### config.mk
export PLATFORM = sky130hd
export DESIGN_NAME = tsens_smbus_slave
export DESIGN_NICKNAME = d
export VERILOG_FILES = /design/src/rtl/tsens_pkg.sv /design/src/rtl/tsens_line_sync.sv /design/src/rtl/tsens_reg_file.sv /design/src/rtl/tsens_bus_fsm.sv /design/src/rtl/tsens_smbus_slave.sv
export SDC_FILE = /design/constraint.sdc
export NUM_CORES = 1
export LEC_CHECK = 0
export ABC_AREA = 0
export BUFFER_PORTS_ARGS = -buffer_cell sky130_fd_sc_hd__buf_2
export CAP_MARGIN = 40
export CORE_UTILIZATION = 63
export CTS_BUF_LIST = sky130_fd_sc_hd__clkbuf_8
export DETAILED_ROUTE_END_ITERATION = 12
export PLACE_DENSITY_LB_ADDON = 0.08
export SYNTH_ARGS = -nofsm -noshare
export SYNTH_HDL_FRONTEND = slang
export SYNTH_SLANG_ARGS = --single-unit
### constraint.sdc
create_clock -name clk -period 2.1 [get_ports clk]
set_input_delay 0.42 -clock clk [delete_from_list [all_inputs] [get_ports clk]]
set_output_delay 0.42 -clock clk [all_outputs]
set_load 0.05 [all_outputs]
### src/rtl/tsens_pkg.sv
package tsens_pkg;
  localparam int BYTE_W   = 8;
  localparam int SHDN_BIT = 7;
  localparam logic [BYTE_W-1:0] PTR_TEMP = 8'h00;
  localparam logic [BYTE_W-1:0] PTR_CFG  = 8'h01;

  typedef enum logic [2:0] {
    ST_IDLE, ST_ADDR, ST_ADDR_ACK, ST_WR, ST_WR_ACK, ST_RD, ST_RD_ACK, ST_HOLD
  } bus_state_e;

  // upper seven bits of the received address byte compared with our address
  function automatic logic addr_match(input logic [BYTE_W-1:0] rx,
                                      input logic [BYTE_W-2:0] own);
    return rx[BYTE_W-1:1] == own;
  endfunction

  // register chosen by the pointer for transmission
  function automatic logic [BYTE_W-1:0] read_select(input logic [BYTE_W-1:0] ptr,
                                                    input logic [BYTE_W-1:0] temp,
                                                    input logic [BYTE_W-1:0] cfg);
    logic [BYTE_W-1:0] r;
    case (ptr)
      PTR_TEMP: r = temp;
      PTR_CFG:  r = cfg;
      default:  r = '0;
    endcase
    return r;
  endfunction
endpackage

### src/rtl/tsens_line_sync.sv
module tsens_line_sync #(
  parameter int STAGES = 2
) (
  input  logic clk,
  input  logic rst_n,
  input  logic scl_i,
  input  logic sda_i,
  output logic sda_s,
  output logic scl_rise,
  output logic scl_fall,
  output logic start_ev,
  output logic stop_ev
);
  logic [STAGES-1:0] scl_pipe, sda_pipe;
  logic scl_d, sda_d, scl_s;

  always_ff @(posedge clk or negedge rst_n) begin
    if (!rst_n) begin
      scl_pipe <= '1;
      sda_pipe <= '1;
      scl_d    <= 1'b1;
      sda_d    <= 1'b1;
    end else begin
      scl_pipe <= {scl_pipe[STAGES-2:0], scl_i};
      sda_pipe <= {sda_pipe[STAGES-2:0], sda_i};
      scl_d    <= scl_s;
      sda_d    <= sda_s;
    end
  end

  assign scl_s    = scl_pipe[STAGES-1];
  assign sda_s    = sda_pipe[STAGES-1];
  assign scl_rise = scl_s & ~scl_d;
  assign scl_fall = ~scl_s & scl_d;
  assign start_ev = scl_s & scl_d & sda_d & ~sda_s;
  assign stop_ev  = scl_s & scl_d & ~sda_d & sda_s;
endmodule

### src/rtl/tsens_reg_file.sv
module tsens_reg_file
  import tsens_pkg::*;
(
  input  logic              clk,
  input  logic              rst_n,
  input  logic              ptr_wr,
  input  logic              reg_wr,
  input  logic [BYTE_W-1:0] wr_byte,
  input  logic [BYTE_W-1:0] temp_i,
  input  logic              temp_vld_i,
  output logic [BYTE_W-1:0] rd_byte,
  output logic [BYTE_W-1:0] temp_q,
  output logic              shdn,
  output logic              conv_req
);
  logic [BYTE_W-1:0] ptr_q, cfg_q;

  always_ff @(posedge clk or negedge rst_n) begin
    if (!rst_n) begin
      ptr_q  <= PTR_TEMP;
      cfg_q  <= '0;
      temp_q <= '0;
    end else begin
      if (ptr_wr) ptr_q <= wr_byte;
      if (reg_wr && ptr_q == PTR_CFG) cfg_q <= wr_byte;
      if (temp_vld_i && !cfg_q[SHDN_BIT]) temp_q <= temp_i;
    end
  end

  assign shdn     = cfg_q[SHDN_BIT];
  assign conv_req = ~cfg_q[SHDN_BIT];
  assign rd_byte  = read_select(ptr_q, temp_q, cfg_q);
endmodule

### src/rtl/tsens_bus_fsm.sv
module tsens_bus_fsm
  import tsens_pkg::*;
#(
  parameter logic [BYTE_W-2:0] DEV_ADDR = 7'b1001101
) (
  input  logic              clk,
  input  logic              rst_n,
  input  logic              sda_s,
  input  logic              scl_rise,
  input  logic              scl_fall,
  input  logic              start_ev,
  input  logic              stop_ev,
  input  logic [BYTE_W-1:0] rd_byte,
  output logic              sda_oe,
  output logic              ptr_wr,
  output logic              reg_wr,
  output logic [BYTE_W-1:0] wr_byte,
  output logic              addr_hit,
  output logic              addr_miss
);
  localparam int CNT_W = $clog2(BYTE_W + 1);
  localparam logic [CNT_W-1:0] CNT_FULL = CNT_W'(BYTE_W);

  bus_state_e        state;
  logic [CNT_W-1:0]  bitcnt;
  logic [BYTE_W-1:0] shreg, txsh;
  logic              rw_q, first_q, mnack_q;
  logic              byte_done, bus_evt;

  assign bus_evt   = start_ev | stop_ev;
  assign byte_done = scl_fall && (bitcnt == CNT_FULL) && !bus_evt;
  assign addr_hit  = byte_done && (state == ST_ADDR) && addr_match(shreg, DEV_ADDR);
  assign addr_miss = byte_done && (state == ST_ADDR) && !addr_match(shreg, DEV_ADDR);

  always_ff @(posedge clk or negedge rst_n) begin
    if (!rst_n) begin
      state   <= ST_IDLE;
      bitcnt  <= '0;
      shreg   <= '0;
      txsh    <= '0;
      sda_oe  <= 1'b0;
      rw_q    <= 1'b0;
      first_q <= 1'b0;
      mnack_q <= 1'b0;
      ptr_wr  <= 1'b0;
      reg_wr  <= 1'b0;
      wr_byte <= '0;
    end else begin
      ptr_wr <= 1'b0;
      reg_wr <= 1'b0;
      if (start_ev) begin
        state  <= ST_ADDR;
        bitcnt <= '0;
        sda_oe <= 1'b0;
      end else if (stop_ev) begin
        state  <= ST_IDLE;
        bitcnt <= '0;
        sda_oe <= 1'b0;
      end else begin
        case (state)
          ST_ADDR, ST_WR: begin
            if (scl_rise && bitcnt < CNT_FULL) begin
              shreg  <= {shreg[BYTE_W-2:0], sda_s};
              bitcnt <= bitcnt + 1'b1;
            end else if (byte_done) begin
              bitcnt <= '0;
              if (state == ST_ADDR) begin
                if (addr_hit) begin
                  rw_q   <= shreg[0];
                  sda_oe <= 1'b1;
                  state  <= ST_ADDR_ACK;
                end else begin
                  state <= ST_HOLD;
                end
              end else begin
                sda_oe  <= 1'b1;
                state   <= ST_WR_ACK;
                wr_byte <= shreg;
                first_q <= 1'b0;
                if (first_q) ptr_wr <= 1'b1;
                else         reg_wr <= 1'b1;
              end
            end
          end
          ST_ADDR_ACK: begin
            if (scl_fall) begin
              bitcnt <= '0;
              if (rw_q) begin
                state  <= ST_RD;
                txsh   <= rd_byte;
                sda_oe <= ~rd_byte[BYTE_W-1];
              end else begin
                state   <= ST_WR;
                first_q <= 1'b1;
                sda_oe  <= 1'b0;
              end
            end
          end
          ST_WR_ACK: begin
            if (scl_fall) begin
              sda_oe <= 1'b0;
              state  <= ST_WR;
            end
          end
          ST_RD: begin
            if (scl_rise && bitcnt < CNT_FULL) begin
              bitcnt <= bitcnt + 1'b1;
            end else if (scl_fall) begin
              if (bitcnt == CNT_FULL) begin
                sda_oe <= 1'b0;
                bitcnt <= '0;
                state  <= ST_RD_ACK;
              end else if (bitcnt != '0) begin
                txsh   <= {txsh[BYTE_W-2:0], 1'b0};
                sda_oe <= ~txsh[BYTE_W-2];
              end
            end
          end
          ST_RD_ACK: begin
            if (scl_rise) begin
              mnack_q <= sda_s;
            end else if (scl_fall) begin
              if (!mnack_q) begin
                state  <= ST_RD;
                txsh   <= rd_byte;
                sda_oe <= ~rd_byte[BYTE_W-1];
              end else begin
                state  <= ST_HOLD;
                sda_oe <= 1'b0;
              end
            end
          end
          default: sda_oe <= 1'b0;
        endcase
      end
    end
  end
endmodule

### src/rtl/tsens_smbus_slave.sv
module tsens_smbus_slave
  import tsens_pkg::*;
#(
  parameter logic [BYTE_W-2:0] DEV_ADDR    = 7'b1001101,
  parameter int                SYNC_STAGES = 2
) (
  input  logic              clk,
  input  logic              rst_n,
  input  logic              scl_i,
  input  logic              sda_i,
  output logic              sda_oe_o,
  input  logic [BYTE_W-1:0] temp_i,
  input  logic              temp_vld_i,
  output logic              conv_req_o
);
  logic sda_s, scl_rise, scl_fall, start_ev, stop_ev;
  logic ptr_wr, reg_wr, addr_hit, addr_miss, shdn;
  logic [BYTE_W-1:0] wr_byte, rd_byte, temp_q;

  tsens_line_sync #(.STAGES(SYNC_STAGES)) u_sync (
    .clk(clk), .rst_n(rst_n), .scl_i(scl_i), .sda_i(sda_i),
    .sda_s(sda_s), .scl_rise(scl_rise), .scl_fall(scl_fall),
    .start_ev(start_ev), .stop_ev(stop_ev)
  );

  tsens_bus_fsm #(.DEV_ADDR(DEV_ADDR)) u_fsm (
    .clk(clk), .rst_n(rst_n), .sda_s(sda_s), .scl_rise(scl_rise),
    .scl_fall(scl_fall), .start_ev(start_ev), .stop_ev(stop_ev),
    .rd_byte(rd_byte), .sda_oe(sda_oe_o), .ptr_wr(ptr_wr), .reg_wr(reg_wr),
    .wr_byte(wr_byte), .addr_hit(addr_hit), .addr_miss(addr_miss)
  );

  tsens_reg_file u_regs (
    .clk(clk), .rst_n(rst_n), .ptr_wr(ptr_wr), .reg_wr(reg_wr),
    .wr_byte(wr_byte), .temp_i(temp_i), .temp_vld_i(temp_vld_i),
    .rd_byte(rd_byte), .temp_q(temp_q), .shdn(shdn), .conv_req(conv_req_o)
  );
endmodule

# [Word-level counts from Yosys, hierarchy flattened]
# Cells that the tools add are included.
[op_classes] n_mux=73 n_reduce_logical=25 add_sub_neg=1 eq_ne=36 n_bitwise=19 order_cmp=1
[op_table] cell="7-bit 2-to-1 mux" count=9
[op_table] cell="3-bit 2-to-1 mux" count=14
[op_table] cell="1-bit 2-to-1 mux" count=35
[op_table] cell="4-bit 2-to-1 mux" count=8
[op_table] cell="4-bit by 1-bit != test with 1-bit output, second input constant" count=6
[op_table] cell="7-bit case mux with 3 select lines" count=1
[op_table] cell="5-bit by 1-bit != test with 1-bit output, second input constant" count=4
[op_table] cell="10-bit AND reduction" count=2
[op_table] cell="8-bit case mux with 2 select lines" count=1
[op_table] cell="3-bit case mux with 5 select lines" count=1
[op_table] cell="2-bit != test, second input constant" count=7
[op_table] cell="2-bit by 1-bit != test with 1-bit output, second input constant" count=6
[op_table] cell="4-bit case mux with 3 select lines" count=1
[op_table] cell="12-bit AND reduction" count=1
[op_table] cell="1-bit inverter" count=11
[op_table] cell="3-bit equality test, second input constant" count=3
[op_table] cell="8-bit by 1-bit equality test with 1-bit output, second input constant" count=1
[op_table] cell="8-bit logical NOT" count=1
[op_table] cell="4-bit by 2-bit != test with 1-bit output, second input constant" count=2
[op_table] cell="4-bit AND reduction" count=2
[op_table] cell="8-bit AND reduction" count=1
[op_table] cell="1-bit bitwise AND" count=7
[op_table] cell="7-bit equality test, second input constant" count=1
[op_table] cell="1-bit logical AND" count=7
[op_table] cell="other kinds (21)" count=23
[word_totals] ff_bits=66

# [Logic depth before layout (Yosys ltp)]
[logic_depth] word_depth=15 depth_mapped=7 mapped_depth_nobuf=7

# [Cells and area by module]
# From an unflattened synthesis, not the netlist that was laid out.
[hier_totals] cells_unflattened=266 area_unflattened_um2=3224.3
[modules_own_cells] module="tsens_bus_fsm" seq_area_each_um2=900.9 cells_each=182 area_each_um2=1985.7 instances=1
[modules_own_cells] module="tsens_reg_file" seq_area_each_um2=600.6 cells_each=74 area_each_um2=1048.5 instances=1
[modules_own_cells] module="tsens_line_sync" seq_area_each_um2=157.7 cells_each=10 area_each_um2=190.2 instances=1

# [Least setup slack after synthesis]
# OpenSTA, ideal clock, no wires.
[synth_path] path_kind="flip-flop to flip-flop" startpoint="register u_sync.scl_d" endpoint="register u_fsm.wr_byte[0]" required_time_ns=1.975 n_path_buf=2 synth_period_minus_slack_ns=1.857 slack_ns=0.243 arrival_ns=1.732 stages_incl_launch_ff=7 path_cell_list="dfstp_2 buf_6 nor2b_1 and2_1 and3_1 buf_2 mux2_2"
[synth_via] elab_chain_len=7 elab_cells_between_ends=17 classes_between="bitwise: 12; reduce/logical: 5"
[synth_lines] element="start: declaration" line_no="tsens_line_sync.sv:15" source="logic scl_d, sda_d, scl_s;"
[synth_lines] element="start signal: assignment" line_no="tsens_line_sync.sv:26" source="scl_d <= scl_s;"
[synth_lines] element="1-bit bitwise AND" line_no="tsens_line_sync.sv:35, tsens_line_sync.sv:36"
[synth_lines] element="1-bit bitwise AND (on tied branches) (2 in a row)" line_no="tsens_line_sync.sv:35, tsens_line_sync.sv:36"
[synth_lines] element="1-bit bitwise OR" line_no="tsens_bus_fsm.sv:30" source="assign bus_evt = start_ev | stop_ev;"
[synth_lines] element="1-bit logical NOT" line_no="tsens_bus_fsm.sv:31" source="assign byte_done = scl_fall && (bitcnt == CNT_FULL) && !bus_evt;"
[synth_lines] element="1-bit logical AND" line_no="tsens_bus_fsm.sv:31"
[synth_lines] element="6-bit AND reduction (no source line) *"
[synth_lines] element="end signal: assignment" line_no="tsens_bus_fsm.sv:78" source="wr_byte <= shreg;"
[synth_lines] element="end: declaration" line_no="tsens_bus_fsm.sv:17" source="output logic [BYTE_W-1:0] wr_byte,"
# Mark *: on every way between the ends. The rest lies on a longest branch, timed or not.
# A chain may end at the register's enable or synchronous reset.

# [Worst setup path in the final report]
[layout_path] startpoint="register u_regs.ptr_q[5]" endpoint="register u_fsm.sda_oe"
[layout_via] elab_chain_len=9 elab_cells_between_ends=12 classes_between="eq/ne: 1; mux: 9; bitwise: 1; reduce/logical: 1"
[layout_lines] element="start: declaration" line_no="tsens_reg_file.sv:16" source="logic [BYTE_W-1:0] ptr_q, cfg_q;"
[layout_lines] element="start signal: assignment" line_no="tsens_reg_file.sv:24" source="if (ptr_wr) ptr_q <= wr_byte;"
[layout_lines] element="8-bit by 1-bit equality test with 1-bit output / 8-bit logical NOT (equally long branches)" line_no="tsens_pkg.sv:22" source="case (ptr)"
[layout_lines] element="8-bit case mux with 2 select lines *" line_no="tsens_pkg.sv:22"
[layout_lines] element="1-bit inverter *" line_no="tsens_bus_fsm.sv:91, tsens_bus_fsm.sv:126"
[layout_lines] element="1-bit 2-to-1 mux" line_no="tsens_bus_fsm.sv:123" source="if (!mnack_q) begin"
[layout_lines] element="1-bit 2-to-1 mux" line_no="tsens_bus_fsm.sv:122" source="end else if (scl_fall) begin"
[layout_lines] element="1-bit 2-to-1 mux" line_no="tsens_bus_fsm.sv:120" source="if (scl_rise) begin"
[layout_lines] element="1-bit case mux with 5 select lines *" line_no="tsens_bus_fsm.sv:60" source="case (state)"
[layout_lines] element="1-bit 2-to-1 mux *" line_no="tsens_bus_fsm.sv:55" source="end else if (stop_ev) begin"
[layout_lines] element="1-bit 2-to-1 mux *" line_no="tsens_bus_fsm.sv:51" source="if (start_ev) begin"
[layout_lines] element="end signal: assignment" line_no="tsens_bus_fsm.sv:91" source="sda_oe <= ~rd_byte[BYTE_W-1];"
[layout_lines] element="end signal: assignment" line_no="tsens_bus_fsm.sv:115" source="sda_oe <= ~txsh[BYTE_W-2];"
[layout_lines] element="end signal: assignment" line_no="tsens_bus_fsm.sv:126" source="sda_oe <= ~rd_byte[BYTE_W-1];"
[layout_lines] element="end: declaration" line_no="tsens_bus_fsm.sv:14" source="output logic sda_oe,"
# Mark *: on every way between the ends. The rest lies on a longest branch, timed or not. The select of a mux whose other input is x is not followed.

==> flow_summary.toml <==
[status]
status = "complete, no violations"

[sta]
maxSlewHeadroom_pct = 59.7
skew_ns = 0.00929
tightest_slew_ns = 0.605
fin_crit_ns = 2.00
finalSetupViolCount = 0
rsz0062_at_grt = "no"
max_freq_mhz = 500
hold_viol = 0
drv_slew = 0
period_share_pct = 95.3
tns_ns = 0

[die]
num_rows = 25
coreArea_sq_mm = 0.00472
dieArea_sq_mm = 0.00518
pin_count = 15
start_util_pct = 65.2
die_w_um = 71.9
die-height_um = 71.9

[setup_path]
crit_chain = "or4_4 > nor4_4 > a21boi_1 > or4_1 > o211a_1"
critPathMaxFanout = 3
critPathSlowestCell = "or4_4"
cp-end-kind = "flip-flop"
ff2ff_path_depth = 5
slowest_delay_ns = 0.54
criticalPathCategory = "flip-flop to flip-flop"
cp-start-kind = "flip-flop"
critPathRequiredTime_ns = 2.33
cp.arrival_ns = 2.23

[clock_tree]
cts_tree = "done"
insertion_delay_ns = 0.34
cts_root_buffer = "clkbuf_8"
htreeDepth = 3
post_cts_buffers = 0
cts_sinks = 66
cts-buffers-inserted = 9
holdBufCountCts = 0
cts.clk_slew.worst_paths_ns = 0.07
cts_buffer_depth = 2

[pwr]
p_int_mw = 2.59
power_frac_comb_pct = 29.3
ir_worst_vdd_mv = 0.741
powerDensity_mw_per_mm2 = 1100
netSwitchingFraction_pct = 32.6
p_leak_nw = 1.62
switchingPower_mw = 1.25
seq_power_share_pct = 43.7
clkPwrFrac_pct = 27.0

[layout]
layout_common_cells = "dfrtp_1, mux2_2, nand2_1"
antenna_cells = 0
fill_cells = 331
final_nets = 295
final_common_cell = "dfrtp_1"
fin_cells = 351
syn_to_final_growth_pct = 13.5
layout-drive-gt1-share_pct = 38.4

[detailed_routing]
postRouteAntennaNets = 0
drc = 0
drt_pass1_iterations = 4
routed_wl_um = 5840
routed_via_density = 5.73
drt-initial-drc-count = 117
vias = 2010
wl_per_cell_um = 16.6

[synthesis]
synth_top_family_by_area = "multiplexers"
syn_nets = 266
synth-xor-area-share_pct = 0.284
netlist_area_sq_mm = 0.00308
yosys.cell_types.count = 50
avgSynthCellArea_sq_um = 12.3
yosysWarningCount = 0
ys_seq_elements = 66
synthMuxAreaShare_pct = 21.5
synth-simple-area-share_pct = 13.0
yosysSeqAreaShare_pct = 53.8
synth-compound-area-share_pct = 7.55
syn_inst = 251
yosys.area_share.adder_pct = 0.812

[global_route]
grt_pass1_wl_um = 9940
grt_start_max_net_pins = 25
track_usage_pct = 25.7
antenna_found_initial = 0
grt_pass1_vias = 1996
grt-ovfl-total = 0

[job]
drv_cap = 0

[placed_design]
hpwl_um = 4110
globalplace.congestion = 0.967
dp.cells = 336
portBuffers = 14

[hold_path]
hold_class = "input port to asynchronous set/reset pin"
-- per-stage QoR --
stage                     util, %  hold WS, ns  power, mW  setup WS [ns]  cell area, sq um
after global routing         74.0        0.127       4.06        0.00600              3500
after CTS                    73.9       0.0902       3.83         0.0952              3490
final                        74.0       0.0798       3.84         0.0984              3500
after floorplan                 -        0.124       2.47          0.243              3080
after global placement       69.8        0.345       2.75          0.179              3300
after detailed placement     69.8        0.347       2.79          0.152              3300
-- cell families (layout without fill, tap and decap cells) --
| group | Yosys count | count (layout) |
|---|---|---|
| simple gates | 69 | 69 |
| xor+xnor | 1 | 1 |
| compound gates | 36 | 36 |
| fa+ha+maj | 2 | 2 |
| mux | 60 | 60 |
| flops | 66 | 66 |
| buf+inv | 17 | 50 |
-- layer usage --
metal / up-vias / global-route usage, % / part of all wire [%]
met4: 0 / 12.9 / 1.7
met5: - / 0 / 0
met2: 57 / 37.9 / 47
li1: 962 / - / -
met3: 10 / 4.86 / 4.6
met1: 981 / 37.0 / 47
-- layout make-up --
type	instances	area (sq um)	share of cell area [%]
Sequential cell	66	1660	47.4
Clock buffer	10	138	3.94
Tap cell	67	83.8	2.40
Timing Repair Buffer	28	200	5.72
Inverter	7	26.3	0.751
Clock inverter	5	55.1	1.57
Multi-Input combinational cell	168	1340	38.2
-- worst max-delay path: cells and delay by family, from the launching register on --
kind             cells  cell delay [ns]
AND/OR/NAND/NOR      3             1.23
AO/OA/AOI/OAI        2             0.28
flip-flops           1             0.38
-- Yosys cell counts (all sizes together) --
cell	instances	area share [%]
or2b	2	0.49
nand2	22	2.7
nor3b	2	0.49
ha	2	0.81
dfstp	6	5.1
o221a	1	0.37
nor4	3	1.1
o21ai	15	2.4
and2	2	0.41
a21o	1	0.24
nor2	7	0.85
inv	7	0.85
and3b	1	0.28
mux2	49	18
nand4	3	0.61
nand2b	2	0.41
and2b	1	0.24
or4	2	0.61
or3b	1	0.28
mux2i	11	3.6
o211a	1	0.32
nor2b	5	1.0
a31o	1	0.28
nor4bb	1	0.32
xor2	1	0.28
clkbuf	3	0.37
a31oi	1	0.20
o22ai	1	0.20
nand4b	1	0.28
a21oi	6	0.97
nand3b	1	0.24
and3	3	0.65
dfrtp	60	49
o221ai	2	0.77
buf	7	1.9
a221oi	1	0.28
a211oi	2	0.49
a21boi	4	0.97
nand3	5	0.81
nor3	4	0.81
nand4bb	1	0.37
-- registers in the layout, summed over array words and instances (netlist names), 2 cells and up --
register         flops
u_sync.scl_pipe      2
u_regs.ptr_q         8
u_fsm.bitcnt         4
u_fsm.shreg          8
u_sync.sda_pipe      2
u_regs.temp_q        8
u_regs.cfg_q         8
u_fsm.txsh           7
u_fsm.wr_byte        8
u_fsm.state          3
-- worst paths after layout --
kind	start	to	slack, ns
max	u_regs.ptr_q[5]$_DFFE_PN0P_	u_fsm.sda_oe$_DFFE_PN0P_	0.1
min	rst_n	u_fsm.bitcnt[0]$_DFFE_PN0P_	0.08
max reg2reg	u_regs.ptr_q[5]$_DFFE_PN0P_	u_fsm.sda_oe$_DFFE_PN0P_	0.1
min reg2reg	u_sync.scl_pipe[0]$_DFF_PN1_	u_sync.scl_pipe[1]$_DFF_PN1_	0.36
max in group asynchronous	rst_n	u_fsm.first_q$_DFFE_PN0P_	1.48
min in group clk	scl_i	u_sync.scl_pipe[0]$_DFF_PN1_	0.18
-- power by group through the flow --
stage                     sequential (mW)  combinational, mW  clock [mW]
final                                1.68               1.12        1.04
after global routing                 1.71               1.24        1.11
after CTS                            1.68               1.11        1.05
after detailed placement             1.70               1.09           0
after global placement               1.69               1.07           0
after floorplan                      1.67              0.802           0
-- timing repair --
action / CTS / global route
endpoints found under the hold margin: 0 / 0
gates resized for setup: 0 / 2
setup endpoints to repair: 0 / 1
No activity file was read; power rests on OpenSTA's default activity.
